--- src/rtl/dbp_pkg.sv ---
package dbp_pkg;

  localparam int unsigned DBP_REGNUM_W = 5;
  localparam logic [DBP_REGNUM_W-1:0] DBP_PATTERN_NUM = 5'h0E;
  localparam logic [DBP_REGNUM_W-1:0] DBP_DONTCARE_NUM = 5'h0F;

  typedef enum logic [1:0] {
    SZ_LONG = 2'b00,
    SZ_BYTE = 2'b01,
    SZ_WORD = 2'b10,
    SZ_RSVD = 2'b11
  } dbp_size_e;

endpackage

--- src/rtl/dbp_regfile.sv ---
module dbp_regfile #(
  parameter int unsigned DATA_W = 32,
  parameter int unsigned NUM_W = 5,
  parameter logic [NUM_W-1:0] PAT_NUM = 5'h0E,
  parameter logic [NUM_W-1:0] DC_NUM = 5'h0F
) (
  input  logic              clk,
  input  logic              we,
  input  logic [NUM_W-1:0]  num,
  input  logic [DATA_W-1:0] wdata,
  output logic [DATA_W-1:0] rdata,
  output logic [DATA_W-1:0] pat_q,
  output logic [DATA_W-1:0] dc_q
);

  logic              pat_en;
  logic              dc_en;
  logic [DATA_W-1:0] pat_d;
  logic [DATA_W-1:0] dc_d;

  always_comb begin
    pat_en = we && (num == PAT_NUM);
    dc_en  = we && (num == DC_NUM);
    pat_d  = wdata;
    dc_d   = wdata;
  end

  // no reset: contents are undefined until software writes them
  always_ff @(posedge clk) begin
    if (pat_en) pat_q <= pat_d;
  end

  always_ff @(posedge clk) begin
    if (dc_en) dc_q <= dc_d;
  end

  always_comb begin
    if (num == PAT_NUM)     rdata = pat_q;
    else if (num == DC_NUM) rdata = dc_q;
    else                    rdata = '0;
  end

endmodule

--- src/rtl/dbp_lane_sel.sv ---
module dbp_lane_sel
  import dbp_pkg::*;
#(
  parameter int unsigned DATA_W = 32
) (
  input  logic [$clog2(DATA_W/8)-1:0] addr_lo,
  input  logic [1:0]                  size,
  input  logic [DATA_W-1:0]           data,
  output logic [DATA_W-1:0]           operand,
  output logic [DATA_W-1:0]           width_mask,
  output logic                        size_ok
);

  localparam int unsigned LANES = DATA_W / 8;
  localparam int unsigned SH_W  = $clog2(DATA_W);
  localparam logic [DATA_W-1:0] BYTE_M = {{(DATA_W-8){1'b0}}, {8{1'b1}}};
  localparam logic [DATA_W-1:0] WORD_M = {{(DATA_W-16){1'b0}}, {16{1'b1}}};

  logic [SH_W-1:0] shift;

  always_comb begin
    shift      = '0;
    width_mask = '0;
    size_ok    = 1'b1;
    unique case (dbp_size_e'(size))
      SZ_BYTE: begin
        // lane 0 is the most significant byte
        shift      = SH_W'(8 * (LANES - 1 - int'(addr_lo)));
        width_mask = BYTE_M;
      end
      SZ_WORD: begin
        shift      = SH_W'(16 * (LANES / 2 - 1 - int'(addr_lo >> 1)));
        width_mask = WORD_M;
      end
      SZ_LONG: begin
        shift      = '0;
        width_mask = '1;
      end
      default: begin
        size_ok = 1'b0;
      end
    endcase
    operand = data >> shift;
  end

endmodule

--- src/rtl/dbp_match.sv ---
module dbp_match #(
  parameter int unsigned DATA_W = 32
) (
  input  logic [DATA_W-1:0] operand,
  input  logic [DATA_W-1:0] pattern,
  input  logic [DATA_W-1:0] dont_care,
  input  logic [DATA_W-1:0] width_mask,
  output logic              hit
);

  logic [DATA_W-1:0] diff;

  always_comb begin
    diff = (operand ^ pattern) & ~dont_care & width_mask;
    hit  = (diff == '0);
  end

endmodule

--- src/rtl/dbg_data_bkpt.sv ---
module dbg_data_bkpt
  import dbp_pkg::*;
#(
  parameter int unsigned DATA_W = 32,
  parameter int unsigned RST_SYNC_STAGES = 2
) (
  input  logic                     clk,
  input  logic                     rst_n,
  input  logic                     cfg_we,
  input  logic [DBP_REGNUM_W-1:0]  cfg_addr,
  input  logic [31:0]              cfg_wdata,
  output logic [31:0]              cfg_rdata,
  input  logic                     bkpt_en,
  input  logic                     bus_valid,
  input  logic [1:0]               bus_addr_lo,
  input  logic [1:0]               bus_size,
  input  logic [31:0]              bus_data,
  output logic                     trig
);

  localparam int unsigned ADDR_W = $clog2(DATA_W / 8);

  logic [RST_SYNC_STAGES-1:0] rst_pipe_q;
  logic                       rst_sync_n;
  logic [DATA_W-1:0]          val_q;
  logic [DATA_W-1:0]          msk_q;
  logic [DATA_W-1:0]          operand;
  logic [DATA_W-1:0]          width_mask;
  logic                       size_ok;
  logic                       hit;
  logic                       trig_d;
  logic                       trig_q;

  // asynchronous assertion, synchronous release
  always_ff @(posedge clk or negedge rst_n) begin
    if (!rst_n) rst_pipe_q <= '0;
    else        rst_pipe_q <= {rst_pipe_q[RST_SYNC_STAGES-2:0], 1'b1};
  end
  assign rst_sync_n = rst_pipe_q[RST_SYNC_STAGES-1];

  dbp_regfile #(
    .DATA_W (DATA_W),
    .NUM_W  (DBP_REGNUM_W),
    .PAT_NUM(DBP_PATTERN_NUM),
    .DC_NUM (DBP_DONTCARE_NUM)
  ) i_regs (
    .clk  (clk),
    .we   (cfg_we),
    .num  (cfg_addr),
    .wdata(cfg_wdata),
    .rdata(cfg_rdata),
    .pat_q(val_q),
    .dc_q (msk_q)
  );

  dbp_lane_sel #(.DATA_W(DATA_W)) i_lanes (
    .addr_lo   (bus_addr_lo[ADDR_W-1:0]),
    .size      (bus_size),
    .data      (bus_data),
    .operand   (operand),
    .width_mask(width_mask),
    .size_ok   (size_ok)
  );

  dbp_match #(.DATA_W(DATA_W)) i_match (
    .operand   (operand),
    .pattern   (val_q),
    .dont_care (msk_q),
    .width_mask(width_mask),
    .hit       (hit)
  );

  always_comb begin
    trig_d = bkpt_en && bus_valid && size_ok && hit;
  end

  always_ff @(posedge clk or negedge rst_sync_n) begin
    if (!rst_sync_n) trig_q <= 1'b0;
    else             trig_q <= trig_d;
  end

  assign trig = trig_q;

endmodule

--- config.mk ---
export PLATFORM = sky130hd
export DESIGN_NAME = dbg_data_bkpt
export DESIGN_NICKNAME = d
export VERILOG_FILES = /design/src/rtl/dbp_pkg.sv /design/src/rtl/dbp_regfile.sv /design/src/rtl/dbp_lane_sel.sv /design/src/rtl/dbp_match.sv /design/src/rtl/dbg_data_bkpt.sv
export SDC_FILE = /design/constraint.sdc
export NUM_CORES = 1
export LEC_CHECK = 0
export BUFFER_PORTS_ARGS = -buffer_cell sky130_fd_sc_hd__buf_2
export CORE_UTILIZATION = 25
export DETAILED_ROUTE_END_ITERATION = 6
export HOLD_SLACK_MARGIN = 0.1
export PLACE_DENSITY = 0.53
export SETUP_SLACK_MARGIN = 0.3
export SYNTH_ARGS = -nofsm -noshare
export SYNTH_HDL_FRONTEND = slang
export SYNTH_SLANG_ARGS = --single-unit
--- constraint.sdc ---
create_clock -name clk -period 1.55 [get_ports clk]
set_input_delay 0.0775 -clock clk [delete_from_list [all_inputs] [get_ports clk]]
set_output_delay 0.0775 -clock clk [all_outputs]
set_load 0.01 [all_outputs]
==> flow_summary.yaml <==
setup_path:
  slowest_stage: "or4_4"
  cp-startpoint: "bus_size[1]"
  worstPathArrival_ns: 2.27
  r2r-start: "i_regs.pat_q[16]$_DFFE_PP_"
  crit_fanout: 7
  critical_path.endpoint: "trig$_DFF_PN0_"
  crit_path_end_kind: "flop"
  r2r_slack_ns: -0.18
  critical_path.top_delay_family: "simple AND/OR/NAND/NOR gates"
  reg2reg_depth: 6
  r2r_end: "trig$_DFF_PN0_"
  crit_type: "input port to flop"
  max_stage_delay_ns: 0.56
  critPathLaunchType: "input port"
  path_buf_inv: 3
  crit_chain: "buf_12, inv_16, ha_4, nor2b_4, buf_6, mux4_2, xnor2_1, o221ai_1, or4_4, a211oi_2"
  worst-path-stages: 10
  required_ns: 1.80
hold_path:
  min-delay-path-class: "input port to flop"
timing:
  drv_slew: 0
  timing.final.ws_setup_ns: -0.468
  fmax_mhz: 496
  rsz0062_at_grt: "true"
  finalCritPeriodShare_pct: 130
  setup_viol: 1
  skew_ns: 0.00578
  fin_setup_tns_ns: -0.468
  hold_viol: 0
  fin_crit_ns: 2.02
synthesis:
  async_flop_share_pct: 4.48
  syn_area_per_cell_um2: 12.3
  synth_area_leaders: "edfxtp_1 52%, mux2i_1 10%, mux4_2 4.9%"
  synth_ff_type: "edfxtp_1"
  netlist_area_mm2: 0.00368
  yosys_warnings: 0
  syn_nets: 380
  synth.most_common_cell: "edfxtp_1"
  synth_common_cells: "64 x edfxtp_1, 38 x mux2i_1, 38 x nor2_1"
  yosys.area.top_type_share_pct: 52.3
  ys_types: 36
  yosys.area.top_type: "edfxtp_1"
  synth_edf_count: 64
  syn_inst: 298
  yosysSeqAreaShare_pct: 54.3
  ys_ff_latch: 67
place:
  io_buffer_count: 110
  dpl.hpwl_um: 8460
  place.gp.congestion: 0.884
clock_tree:
  cts.sinks: 67
  clock-root-buffer: "clkbuf_16"
  htree_levels: 3
  cts_tree: "yes"
  cts-buffers-inserted: 9
  cts_max_path_buffers: 2
  clkTransAtPathRegs_ns: 0.05
  clk_latency_ns: 0.33
routing:
  via_per_inst: 4.55
  drcViolationCount: 0
  dr_wl_met3_um: 938
  route.vias.total: 3137
  route.met2.wl_um: 5460
  wl_um: 11400
  wl_met1_um: 4760
  post_drt_wl_per_cell_um: 16.5
  dr.max_layer_used: "met5"
  initialDrtViolationCount: 176
  postRouteAntennaNets: 0
  first_pass_iters: 4
global_route:
  antenna_found_initial: 3
  grt-ovfl-total: 0
  grt_first_pass_wirelength_um: 17300
  grt_use_total_pct: 15.7
  first_global_vias: 3195
  grt_max_degree: 33
cells_and_area:
  nNetsFinal: 584
  synthToLayoutAreaGrowth_pct: 60.7
  drive_gt1_share_pct: 43.6
floorplanning:
  die_x_um: 123
  rows: 43
  start_util_pct: 26.1
  die_h_um: 123
  io_pins: 111
  dieArea_mm2: 0.0152
  core_mm2: 0.0141
power:
  irDropWorstVdd_mv: 0.432
  p_leak_nw: 2.48
  power_w: 0.00515
  powerDensity_mw_per_mm2: 871
status:
  status: "finished, violations left"
  violations: "negative setup slack"
run:
  maxCapViolCount: 0
==> registers in the layout (all words and copies together) (netlist names) <==
name / flops
i_regs.dc_q: 32
trig: 1
i_regs.pat_q: 32
rst_pipe_q: 2
==> kinds of logic (layout without fill, tap and decap cells) <==
| group | after synthesis | in the layout | synth area share, % |
|---|---|---|---|
| other | 1 | 3 | 0.102 |
| adders and majority gates | 4 | 4 | 1.36 |
| AOI/OAI and AO/OA | 45 | 45 | 9.12 |
| DFF | 67 | 67 | 54.3 |
| and+or+nand+nor | 88 | 88 | 11.1 |
| buffers and inverters | 21 | 230 | 2.55 |
| xor gates and xnor gates | 26 | 26 | 6.19 |
| muxes | 46 | 46 | 15.2 |
==> how the worst min path moves through the flow <==
stage | depth (start not counted) | end | slack (ns) | from
global placement | 1 | rst_pipe_q[1]$_DFF_PN0_ | -0.13 | rst_n
finish | 4 | trig$_DFF_PN0_ | 0.13 | bus_size[0]
CTS | 4 | trig$_DFF_PN0_ | 0.12 | bus_size[1]
global route | 4 | trig$_DFF_PN0_ | 0.13 | bus_size[0]
detailed placement | 1 | rst_pipe_q[0]$_DFF_PN0_ | -0.13 | rst_n
floorplan | 0 | rst_pipe_q[0]$_DFF_PN0_ | -0.22 | rst_n
==> layout make-up <==
cell class / instances / area [um2]
clock inverter: 6 / 104
inverter: 3 / 30.0
clock buffer: 10 / 229
multi-input combinational: 210 / 1740
fill: 1394 / 8190
sequential: 67 / 2000
timing repair buffer: 211 / 1580
antenna: 2 / 5.00
tap: 180 / 225
==> where the power goes <==
| group | internal, W | switching, W |
|---|---|---|
| sequential | 0.00201 | 0.0000123 |
| clock | 0.00156 | 0.000724 |
| combinational | 0.000476 | 0.000366 |
==> cells in the final DEF, fill, tap and decap left out, types with 3 or more instances in the layout <==
master / n
buf_2: 108
edfxtp_1: 64
buf_4: 52
mux2i_1: 37
nor2_1: 37
dlygate4sd3_1: 35
nand2_1: 19
o211ai_1: 18
xnor2_1: 17
buf_12: 11
clkbuf_16: 10
nand3_1: 8
xor2_1: 8
mux4_2: 8
a21oi_1: 6
nor2b_1: 6
o221ai_1: 4
o22ai_1: 4
nor2_4: 3
bufinv_16: 3
buf_6: 3
dfrtp_1: 3
==> stage by stage <==
stage | instances | setup WS, ns | area, um2 | utilization (%) | hold slack (ns)
finish | 689 | -0.468 | 5910 | 41.9 | 0.129
global route | 688 | -0.517 | 5900 | 41.9 | 0.132
CTS | 685 | -0.453 | 5830 | 41.4 | 0.123
detailed placement | 618 | -1.03 | 4910 | 34.8 | -0.131
global placement | 618 | -1.05 | 4910 | 34.8 | -0.133
floorplan | 298 | -0.480 | 3810 | - | -0.218
==> metal layers <==
layer	vias to the layer above	global-route usage, %
met3	13	3.78
met1	1472	20.3
met2	111	25.4
met5	-	0
li1	1539	-
met4	2	6.33
==> worst min-delay path: cells and delay by family <==
kind	cells	cell delay (ns)
adders and majority gates	1	0.13
buffers and inverters	2	0.16
AOI/OAI and AO/OA	1	0.06
==> repair_timing <==
item                                    4_1_cts  5_1_grt
endpoints found under the setup margin        1       11
hold buffers                                 35        0
resized for setup                            21        7
cloned                                        0        1
hold endpoints to repair                     67        0
pin swaps                                    18        8
setup buffers                                16        1
(Power assumes the default switching activity.)
